### src/rtl/evt_pkg.sv
`timescale 1ns/1ps
package evt_pkg;

    localparam int IDX_W = 3;

    localparam logic [IDX_W-1:0] IDX_CTRL   = 3'd0;
    localparam logic [IDX_W-1:0] IDX_STAT   = 3'd1;
    localparam logic [IDX_W-1:0] IDX_CNT_HI = 3'd2;
    localparam logic [IDX_W-1:0] IDX_CNT_LO = 3'd3;
    localparam logic [IDX_W-1:0] IDX_LOAD   = 3'd6;

    // One strobe per writable register.
    typedef struct packed {
        logic ctrl;
        logic stat;
        logic load;
    } wr_strobe_t;

    function automatic wr_strobe_t decode_wr(input logic wr, input logic [IDX_W-1:0] sel);
        wr_strobe_t s;
        s.ctrl = wr && (sel == IDX_CTRL);
        s.stat = wr && (sel == IDX_STAT);
        s.load = wr && (sel == IDX_LOAD);
        return s;
    endfunction

    function automatic logic is_mapped(input logic [IDX_W-1:0] sel);
        return (sel == IDX_CTRL) || (sel == IDX_STAT) || (sel == IDX_CNT_HI) ||
               (sel == IDX_CNT_LO) || (sel == IDX_LOAD);
    endfunction

endpackage

### src/rtl/evt_freerun.sv
`timescale 1ns/1ps
module evt_freerun #(
    parameter int CNT_W = 56
) (
    input  logic             clk,
    input  logic             rst,
    output logic [CNT_W-1:0] cnt_o
);
    logic [CNT_W-1:0] cnt_q;

    // Wraps naturally modulo 2^CNT_W.
    always_ff @(posedge clk) begin
        if (rst) cnt_q <= '0;
        else     cnt_q <= cnt_q + CNT_W'(1);
    end

    assign cnt_o = cnt_q;
endmodule

### src/rtl/evt_countdown.sv
`timescale 1ns/1ps
module evt_countdown #(
    parameter int WORD_W = 32
) (
    input  logic              clk,
    input  logic              rst,
    input  logic              en_i,
    input  logic              load_i,
    input  logic              stop_i,
    input  logic [WORD_W-1:0] val_i,
    output logic              armed_o,
    output logic              fire_o
);
    logic [WORD_W-1:0] remain_q;
    logic              armed_q;
    logic              last_tick;

    // A remaining count of one or zero expires on the next running edge.
    assign last_tick = (remain_q <= WORD_W'(1));
    assign fire_o    = armed_q && en_i && last_tick && !load_i && !stop_i;

    always_ff @(posedge clk) begin
        if (rst) begin
            remain_q <= '0;
            armed_q  <= 1'b0;
        end else if (load_i) begin
            remain_q <= val_i;
            armed_q  <= 1'b1;
        end else if (stop_i || fire_o) begin
            armed_q  <= 1'b0;
        end else if (armed_q && en_i) begin
            remain_q <= remain_q - WORD_W'(1);
        end
    end

    assign armed_o = armed_q;
endmodule

### src/rtl/evt_regs.sv
`timescale 1ns/1ps
module evt_regs
    import evt_pkg::*;
#(
    parameter int CNT_W  = 56,
    parameter int WORD_W = 32
) (
    input  logic              clk,
    input  logic              rst,
    input  wr_strobe_t        stb_i,
    input  logic [IDX_W-1:0]  sel_i,
    input  logic [WORD_W-1:0] wdata_i,
    input  logic [CNT_W-1:0]  cnt_i,
    input  logic              fire_i,
    output logic              en_o,
    output logic              flag_o,
    output logic [WORD_W-1:0] rdata_o
);
    localparam int HI_W = CNT_W - WORD_W;

    logic              en_q;
    logic              flag_q;
    logic [WORD_W-1:0] load_q;
    logic [WORD_W-1:0] rdata_q;
    logic [WORD_W-1:0] hi_word;
    logic [WORD_W-1:0] lo_word;
    logic [WORD_W-1:0] rd_mux;

    generate
        if (HI_W > 0) begin : g_split
            assign hi_word = WORD_W'(cnt_i[CNT_W-1:WORD_W]);
            assign lo_word = cnt_i[WORD_W-1:0];
        end else begin : g_narrow
            assign hi_word = '0;
            assign lo_word = WORD_W'(cnt_i);
        end
    endgenerate

    always_comb begin
        case (sel_i)
            IDX_CTRL:   rd_mux = WORD_W'(en_q);
            IDX_STAT:   rd_mux = WORD_W'(flag_q);
            IDX_CNT_HI: rd_mux = hi_word;
            IDX_CNT_LO: rd_mux = lo_word;
            IDX_LOAD:   rd_mux = load_q;
            default:    rd_mux = '0;
        endcase
    end

    always_ff @(posedge clk) begin
        if (rst) begin
            en_q    <= 1'b0;
            flag_q  <= 1'b0;
            load_q  <= '0;
            rdata_q <= '0;
        end else begin
            rdata_q <= rd_mux;
            if (stb_i.ctrl) en_q <= wdata_i[0];
            if (stb_i.load) load_q <= wdata_i;
            // Expiry wins over a same-cycle clear.
            if (fire_i)                        flag_q <= 1'b1;
            else if (stb_i.stat && !wdata_i[0]) flag_q <= 1'b0;
        end
    end

    assign en_o    = en_q;
    assign flag_o  = flag_q;
    assign rdata_o = rdata_q;
endmodule

### src/rtl/evtimer_core.sv
`timescale 1ns/1ps
module evtimer_core
    import evt_pkg::*;
#(
    parameter int CNT_W  = 56,
    parameter int WORD_W = 32
) (
    input  logic              clk,
    input  logic              rst,
    input  logic              reg_wr,
    input  logic [2:0]        reg_sel,
    input  logic [WORD_W-1:0] reg_wdata,
    output logic [WORD_W-1:0] reg_rdata,
    output logic              irq
);
    wr_strobe_t       wstb;
    logic             stop_req;
    logic [CNT_W-1:0] cnt_q;
    logic             ctrl_en;
    logic             cd_armed;
    logic             cd_fire;

    assign wstb     = decode_wr(reg_wr, reg_sel);
    assign stop_req = wstb.ctrl && !reg_wdata[0];

    evt_freerun #(.CNT_W(CNT_W)) u_cnt (
        .clk   (clk),
        .rst   (rst),
        .cnt_o (cnt_q)
    );

    evt_countdown #(.WORD_W(WORD_W)) u_cd (
        .clk     (clk),
        .rst     (rst),
        .en_i    (ctrl_en),
        .load_i  (wstb.load),
        .stop_i  (stop_req),
        .val_i   (reg_wdata),
        .armed_o (cd_armed),
        .fire_o  (cd_fire)
    );

    evt_regs #(.CNT_W(CNT_W), .WORD_W(WORD_W)) u_regs (
        .clk     (clk),
        .rst     (rst),
        .stb_i   (wstb),
        .sel_i   (reg_sel),
        .wdata_i (reg_wdata),
        .cnt_i   (cnt_q),
        .fire_i  (cd_fire),
        .en_o    (ctrl_en),
        .flag_o  (irq),
        .rdata_o (reg_rdata)
    );
endmodule

### config.mk
export PLATFORM = sky130hd
export DESIGN_NAME = evtimer_core
export DESIGN_NICKNAME = d
export VERILOG_FILES = /design/src/rtl/evt_pkg.sv /design/src/rtl/evt_freerun.sv /design/src/rtl/evt_countdown.sv /design/src/rtl/evt_regs.sv /design/src/rtl/evtimer_core.sv
export SDC_FILE = /design/constraint.sdc
export NUM_CORES = 1
export LEC_CHECK = 0
export ABC_CLOCK_PERIOD_IN_PS = 4900
export BUFFER_PORTS_ARGS = -buffer_cell sky130_fd_sc_hd__buf_2
export CAP_MARGIN = 20
export CORE_ASPECT_RATIO = 1.1
export CORE_MARGIN = 1.5
export CORE_UTILIZATION = 40
export CTS_CLUSTER_DIAMETER = 120
export DETAILED_ROUTE_END_ITERATION = 8
export SYNTH_ARGS = -nofsm -noshare
export SYNTH_HDL_FRONTEND = slang
export SYNTH_SLANG_ARGS = --single-unit
### constraint.sdc
create_clock -name clk -period 4.9 [get_ports clk]
set_clock_uncertainty 0.15 [all_clocks]
set_input_delay 0.49 -clock clk [delete_from_list [all_inputs] [get_ports clk]]
set_output_delay 0.49 -clock clk [all_outputs]
set_load 0.005 [all_outputs]
[Word level (Yosys, flattened, before mapping)]
Cells that the tools add are included.
Operators by class
  add/sub/neg operators: 2
  mux-type cells: 8
  equal/unequal tests: 5
  reductions and logical operators: 18
  $lt $le $gt $ge: 1
Operators with widths (number)
  one-hot mux 32 bit (5 select lines): 1
  two-way mux 32 bit: 3
  adder 56 x 1 -> 56 bit, second input constant: 1
  <= comparator 32 x 1 -> 1 bit, second input constant: 1
  subtractor 32 x 1 -> 32 bit, second input constant: 1
  logical AND 1 bit: 9
  == test 3 x 2 -> 1 bit, second input constant: 2
  nonzero test 2 bit: 3
  two-way mux 1 bit: 4
  == test 3 x 1 -> 1 bit, second input constant: 1
  == test 3 bit, second input constant: 1
  zero test 1 bit: 3
  zero test 3 bit: 1
  inequality test 2 x 1 -> 1 bit, second input constant: 1
  AND reduction 2 bit: 1
  logical OR 1 bit: 1
Storage, ports and cells
  word-level logic and storage cells: 41
  output and inout bits: 33
  bits of input ports: 38
  flip-flop bits (word level): 155

[Depth between registers and ports, before layout]
Gate-level depths: netlist (run 1).
  word-level depth: 8
  gate-level depth with buffers: 9
  depth with buffers taken out: 7

[Modules after synthesis]
Synthesis (run 1) repeated with hierarchy kept, for this count alone.
Unflattened totals
  cells, all modules: 846
  area, all modules: 7547.2 um2
Modules (own cells, without submodules)
  evt_freerun: area each 2615.0 um2, seq. area each 1121.1 um2, cells an instance 302, instances 1
  evt_regs: area each 2592.5 um2, seq. area each 1321.3 um2, cells an instance 252, instances 1
  evt_countdown: area each 2285.9 um2, seq. area each 660.6 um2, cells an instance 287, instances 1
  evtimer_core: area each 53.8 um2, seq. area each 0.0 um2, cells an instance 5, instances 1

[Worst setup path after synthesis (run 1)]
No wires, ideal clock.
  path kind: input -> register
  start: input port reg_sel[0]
  end: register u_cd.remain_q[30]
  stages: 6
  slack: 2.498 ns
  arrival: 2.118 ns
  required time: 4.616 ns
  buffers on the path: 1
  setup time: 0.134 ns
  cell sequence: buf_4 and4b_1 or4_4 o31ai_2 o221a_2 o22ai_1
Between the ends
  cells in the longest elaborated chain, start to end: 8
  elaborated cells on any way between the ends: 14
  those cells by class: eq/ne (2); mux (1); reduce/logical (11)
Ends and longest elaborated chain
  start: declaration: RTL line evtimer_core.sv:11  | input logic [2:0] reg_sel,
  == test 3 bit / zero test 3 bit (equally long branches): RTL line evt_pkg.sv:23, evt_pkg.sv:21
  logical AND 1 bit, on equally long branches: RTL line evt_pkg.sv:23, evt_pkg.sv:21
  zero test 1 bit / logical AND 1 bit (equally long branches): RTL line evt_countdown.sv:20, evtimer_core.sv:24
  logical AND 1 bit / zero test 1 bit (equally long branches): RTL line evt_countdown.sv:20  | assign fire_o = armed_q && en_i && last_tick && !load_i && !stop_i;
  logical AND 1 bit: RTL line evt_countdown.sv:20
  logical OR 1 bit: RTL line evt_countdown.sv:29  | end else if (stop_i || fire_o) begin
  inequality test 2 x 1 -> 1 bit (no line)
  AND reduction 2 bit (no line)
  end signal: assignment: RTL line evt_countdown.sv:27  | remain_q <= val_i;
  end signal: assignment: RTL line evt_countdown.sv:32  | remain_q <= remain_q - WORD_W'(1);
  end: declaration: RTL line evt_countdown.sv:14  | logic [WORD_W-1:0] remain_q;
Parallel ways exist; a longest one is shown, timed or not.
A chain may end at the register's enable or synchronous reset.

[Final worst setup path (run 1)]
  start: input port reg_sel[0]
  end: register u_cd.remain_q[18]
Same word-level chain as after synthesis.

==> flow_metrics.py, run 1 <==
metrics = {
    "timing": {
        "hold_viol_final": 0,
        "period_needed_ns": 2.95,
        "final-setup-viol-count": 0,
        "clock.fmax_mhz": 339,
        "fin_tns_setup_ns": 0,
        "rsz0062_at_grt": "false",
        "post-route-period-util": 0.602,
        "final_max_slew_viol_count": 0,
        "tightest_slew_ns": 0.985,
        "slew_headroom": 0.340,
    },
    "floorplanning": {
        "die_area_um2": 19000,
        "initial_utilization": 0.410,
        "die_h_um": 144,
        "core_um2": 17700,
        "io_pins": 71,
        "std_cell_rows": 51,
        "die_w_um": 132,
    },
    "worst_setup_path": {
        "crit_chain": "buf_2 > and4b_1 > buf_4 > nor4_1 > nand4_1 > buf_4 > a311oi_1 > nor3_1",
        "crit_start": "reg_sel[0]",
        "rr_startpoint": "u_cnt.cnt_o[0]",
        "cp_slowest_cell": "nand4_1",
        "crit_arrival_ns": 3.10,
        "end_kind": "register",
        "reg2reg_depth": 6,
        "worstSetupEndpoint": "u_cd.remain_q[18]",
        "cp_max_fo": 35,
        "crit_type": "in2reg",
        "critPathMaxStageDelay_ns": 0.54,
        "crit_top_cell": "buf_4",
        "r2r_slack_ns": 1.96,
        "rr_endpoint": "u_cnt.cnt_o[50]",
        "cp.required_ns": 5.05,
        "start_kind": "input pin",
    },
    "routing": {
        "vias": 6757,
        "totalWireLength_mm": 19.6,
        "drc": 0,
        "ant_nets": 0,
        "wire_per_inst_um": 16.5,
        "via_per_inst": 5.70,
        "drtIter0Drc": 487,
        "dr.pass1.iters": 5,
    },
    "grt": {
        "grt.met2_usage": 0.347,
        "use_met3": 0.0326,
        "grt_busiest_layer": "met2",
        "grt_first_pass_wirelength_mm": 31.8,
        "track_usage": 0.209,
        "grt_pass1_vias": 6105,
        "grt.overflow.total": 0,
        "use_met1": 0.277,
        "antenna_found_initial": 0,
        "grt_max_degree": 83,
    },
    "synth": {
        "synth_ff_type": "dfxtp_1",
        "yosysSeqAreaShare": 0.426,
        "syn-instance-count": 890,
        "syn-num-nets": 931,
        "ys_types": 62,
        "syn-mean-instance-area_um2": 8.18,
        "synth_warnings": 0,
        "synthArstFlopShare": 0,
        "syn_area_um2": 7280,
        "synth_edf_count": 0,
        "ys_ff_latch": 155,
        "synth_top_area_cell": "dfxtp_1",
        "yosysTopAreaCellShare": 0.426,
        "synth_top_cells_by_area": "dfxtp_1 (43%), a21oi_1 (6.2%), nand2_1 (5.5%)",
    },
    "place": {
        "io_buffers": 70,
        "gp_congestion": 0.883,
        "dp_hpwl_mm": 13.7,
    },
    "worst_hold_path": {
        "hp-class": "in2reg",
    },
    "run_status": {
        "status": "finished, final reports clean",
    },
    "clocking": {
        "cts_resized": 0,
        "clkSinkCount": 155,
        "clk_latency_ns": 0.43,
        "cts_tree": "built",
        "cts_root_buf": "clkbuf_16",
        "holdBufCountCts": 0,
        "htree_levels": 4,
        "cts_made_buffers": 17,
        "postCtsSetupRepairBufs": 0,
        "clk_pin_slew_ns": 0.06,
        "clk_path_buf_depth": 2,
    },
    "pwr": {
        "power_density_nw_per_um2": 344,
        "power_frac_seq": 0.445,
        "leakagePower_nw": 2.98,
        "clockPowerShare": 0.488,
        "power_frac_comb": 0.068,
        "finalPower_mw": 2.91,
        "ir_drop_uv": 252,
        "p_int_mw": 2.26,
        "swShare": 0.224,
        "power_switching_uw": 653,
    },
    "run": {
        "drv_cap": 0,
    },
    "cells_and_area": {
        "fin_nets": 976,
        "syn_to_final_growth_pct": 16.2,
        "most-common-layout-cells": "dfxtp_1 (155), nand2_1 (107), nor2_1 (97), a21oi_1 (90), buf_2 (69)",
        "final_common_cell": "dfxtp_1",
        "diodes": 0,
        "utilization": 0.477,
        "drive_gt1_frac": 0.145,
    },
}
## worst min-delay path by stage
stage                           start                 to  cells after the start
floorplan           u_regs.load_q[10]  u_regs.load_q[10]                      2
global placement    u_regs.load_q[15]  u_regs.load_q[15]                      2
detailed placement   u_regs.load_q[0]   u_regs.load_q[0]                      2
CTS                     reg_wdata[29]  u_regs.load_q[29]                      3
global route            reg_wdata[20]  u_regs.load_q[20]                      3
finish                  reg_wdata[29]  u_regs.load_q[29]                      3
## worst max-delay path, delay by kind of cell
family                 cells  cell delay, ns
AND/OR/NAND/NOR            4            1.29
AO/OA/AOI/OAI              1            0.27
buffers and inverters      3            1.04
## through the flow
stage | instances | setup WS [ns] | area [um2] | hold WS (ns)
after floorplan | 890 | 2.50 | 7280 | 0.286
after global placement | 1152 | 1.22 | 7790 | 0.296
after detailed placement | 1152 | 1.20 | 7790 | 0.304
after CTS | 1184 | 1.61 | 8420 | 0.157
after global routing | 1186 | 1.62 | 8460 | 0.169
final | 1186 | 1.95 | 8460 | 0.169
## power groups by stage
stage / combinational [mW] / sequential (mW) / clock [mW]
floorplan: 0.128 / 1.32 / 0
global placement: 0.191 / 1.32 / 0
detailed placement: 0.191 / 1.32 / 0
CTS: 0.192 / 1.29 / 1.44
global route: 0.215 / 1.30 / 1.49
finish: 0.196 / 1.29 / 1.42
## Yosys cell counts (all sizes together), types with 20 or more instances
cell / count
mux2i: 24
xor2: 20
o21ai: 38
nor3: 25
o31ai: 30
nand2: 107
a21oi: 90
dfxtp: 155
or4: 36
clkbuf: 40
nor2: 98
a31oi: 21
buf: 20
nand3: 29
nand4: 33
## per-layer routing
metal | vias to the layer above | wire length (um)
li1 | 3374 | -
met1 | 3185 | 9190
met2 | 177 | 9240
met3 | 21 | 858
met4 | 0 | 285
met5 | - | 0
## state kept, by name, summed over array words and instances, names as in the netlist
| signal | cells |
|---|---|
| u_regs.en_o | 1 |
| u_regs.flag_o | 1 |
| u_cd.remain_q | 32 |
| u_regs.load_q | 32 |
| u_cd.armed_o | 1 |
| u_cnt.cnt_o | 56 |
| u_regs.rdata_o | 32 |
## area by class of cell
type,instances,area (um2)
timing repair buffer,86,497
clock inverter,8,165
multi-input combinational,665,3890
tap,238,298
clock buffer,24,462
inverter,10,37.5
fill,1829,9280
sequential,155,3100
## cell families after synthesis
| family | Yosys count | synth area share |
|---|---|---|
| and+or+nand+nor | 400 | 0.289 |
| buffers and inverters | 70 | 0.0401 |
| muxes | 24 | 0.0330 |
| AOI/OAI and AO/OA | 213 | 0.177 |
| xor gates and xnor gates | 25 | 0.0301 |
| adders and majority gates | 3 | 0.00516 |
| DFF | 155 | 0.426 |
Power figures use the tool's default switching activity.
==> run 2: changes to the inputs <==
--- a/config.mk
+++ b/config.mk
@@ -5,7 +5,7 @@
 export SDC_FILE = /design/constraint.sdc
 export NUM_CORES = 1
 export LEC_CHECK = 0
-export ABC_CLOCK_PERIOD_IN_PS = 4900
+export ABC_CLOCK_PERIOD_IN_PS = 2520
 export BUFFER_PORTS_ARGS = -buffer_cell sky130_fd_sc_hd__buf_2
 export CAP_MARGIN = 20
 export CORE_ASPECT_RATIO = 1.1
==> constraint.sdc (replaced) <==
create_clock -name clk -period 2.52 [get_ports clk]
set_clock_uncertainty 0.15 [all_clocks]
set_input_delay 0.252 -clock clk [delete_from_list [all_inputs] [get_ports clk]]
set_output_delay 0.252 -clock clk [all_outputs]
set_load 0.005 [all_outputs]
==> run 2 against run 1 <==
Cell area is 6.5% higher. Sequential power is 95% higher. Worst setup slack worse by 1.8 ns. Utilization is 3.1 points higher. Final cell count is 5.4% higher. Critical endpoint is now u_cd.remain_q[17]. Highest routed layer unchanged.
==> flow_metrics.py, run 2 (synthesis results as in run 1) <==
metrics = {
    "worst_setup_path": {
        "cp_max_fo": 12,
        "rr_startpoint": "u_cd.remain_q[4]",
        "crit_type": "reg2reg",
        "end_kind": "register",
        "crit_arrival_ns": 2.53,
        "start_kind": "register",
        "cp.required_ns": 2.72,
        "crit_start": "u_cd.remain_q[4]",
    },
    "routing": {
        "totalWireLength_mm": 20.4,
        "dr.pass1.iters": 5,
        "via_per_inst": 5.64,
        "drtIter0Drc": 523,
        "drc": 0,
        "wire_per_inst_um": 16.3,
        "vias": 7052,
        "ant_nets": 0,
    },
    "grt": {
        "grt.overflow.total": 0,
        "antenna_found_initial": 0,
        "grt.met2_usage": 0.344,
        "grt_first_pass_wirelength_mm": 32.7,
        "grt_busiest_layer": "met2",
        "track_usage": 0.217,
        "use_met1": 0.295,
        "use_met3": 0.0365,
        "grt_max_degree": 83,
        "grt_pass1_vias": 6193,
    },
    "timing": {
        "final_max_slew_viol_count": 0,
        "tightest_slew_ns": 0.535,
        "post-route-period-util": 0.926,
        "period_needed_ns": 2.33,
        "hold_viol_final": 0,
        "rsz0062_at_grt": "false",
        "slew_headroom": 0.640,
        "fin_tns_setup_ns": 0,
        "clock.fmax_mhz": 428,
        "final-setup-viol-count": 0,
    },
    "clocking": {
        "clk_path_buf_depth": 2,
        "clkSinkCount": 155,
        "htree_levels": 4,
        "cts_made_buffers": 17,
        "clk_latency_ns": 0.43,
        "cts_tree": "built",
        "postCtsSetupRepairBufs": 0,
        "clk_pin_slew_ns": 0.06,
        "cts_root_buf": "clkbuf_16",
    },
    "floorplanning": {
        "die_area_um2": 19000,
        "std_cell_rows": 51,
        "io_pins": 71,
        "die_w_um": 132,
        "core_um2": 17700,
        "initial_utilization": 0.410,
        "die_h_um": 144,
    },
    "cells_and_area": {
        "drive_gt1_frac": 0.177,
        "largest_register_ffs": 56,
        "fillCellCount": 1764,
        "syn_to_final_growth_pct": 23.8,
        "final_common_cell": "dfxtp_1",
        "most-common-layout-cells": "dfxtp_1 (155), nand2_1 (107), nor2_1 (97), a21oi_1 (90), buf_2 (69)",
        "fin_nets": 1040,
        "diodes": 0,
    },
    "pwr": {
        "leakagePower_nw": 3.27,
        "ir_drop_uv": 514,
        "power_density_nw_per_um2": 610,
        "finalPower_mw": 5.50,
    },
    "place": {
        "dp_hpwl_mm": 14.0,
        "io_buffers": 70,
        "gp_congestion": 0.898,
    },
    "run": {
        "drv_cap": 0,
    },
    "worst_hold_path": {
        "hp-class": "in2reg",
        "worstHoldStart": "reg_wdata[6]",
    },
    "run_status": {
        "status": "finished, final reports clean",
    },
}
==> run 2: routing by layer <==
layer  up-vias  wire, um
li1       3499         -
met1      3329      9590
met2       195      9410
met3        29       988
met4         0       372
met5         -         0
==> run 2: power by group <==
part	total, mW	leakage, nW	switching (mW)	internal [mW]
clock	2.51	0.285	1.01	1.50
combinational	0.470	1.73	0.284	0.187
sequential	2.51	1.25	0.0283	2.48
==> run 2: path summary, 6_finish.rpt <==
check	slack, ns	end	depth (start not counted)
setup reg to reg	0.19	u_cd.remain_q[17]	5
hold / removal	0.02	u_regs.load_q[6]	3
setup / recovery	0.19	u_cd.remain_q[17]	5
hold reg to reg	0.31	u_regs.load_q[15]	2
==> run 2: critical path, cell delays in order (launching register included) <==
cell and delay [ns]:
dfxtp_1 0.34, nor3_2 0.40, nand4_2 0.24, or2_1 0.41, or4_1 0.51, a31oi_1 0.20
==> run 2: cell type report <==
cell class                      count  area, um2  share of cell area
Clock buffer                       20        457              0.0507
Clock inverter                     12        123              0.0136
Inverter                           10       37.5             0.00417
Multi-Input combinational cell    665       3920               0.435
Sequential cell                   155       3100               0.344
Tap cell                          238        298              0.0331
Timing Repair Buffer              150       1080               0.119
==> run 2: repair_timing <==
| item | CTS | global route |
|---|---|---|
| hold buffers | 29 | 0 |
| endpoints found under the hold margin | 35 | 0 |
| resized for setup | 0 | 3 |
| setup endpoints to repair | 0 | 3 |
==> run 2: metrics by stage <==
stage / hold WS, ns / setup WS [ns] / cell area (um2) / utilization / instances
6_report: 0.0247 / 0.186 / 9010 / 0.508 / 1250
3_3_place_gp: 0.294 / 0.0929 / 8120 / 0.458 / 1189
2_1_floorplan: 0.235 / 0.284 / 7280 / - / 890
4_1_cts: 0.00521 / 0.112 / 8990 / 0.507 / 1250
5_1_grt: 0.0325 / 0.00892 / 9010 / 0.508 / 1250
3_5_place_dp: 0.302 / 0.104 / 8120 / 0.458 / 1189
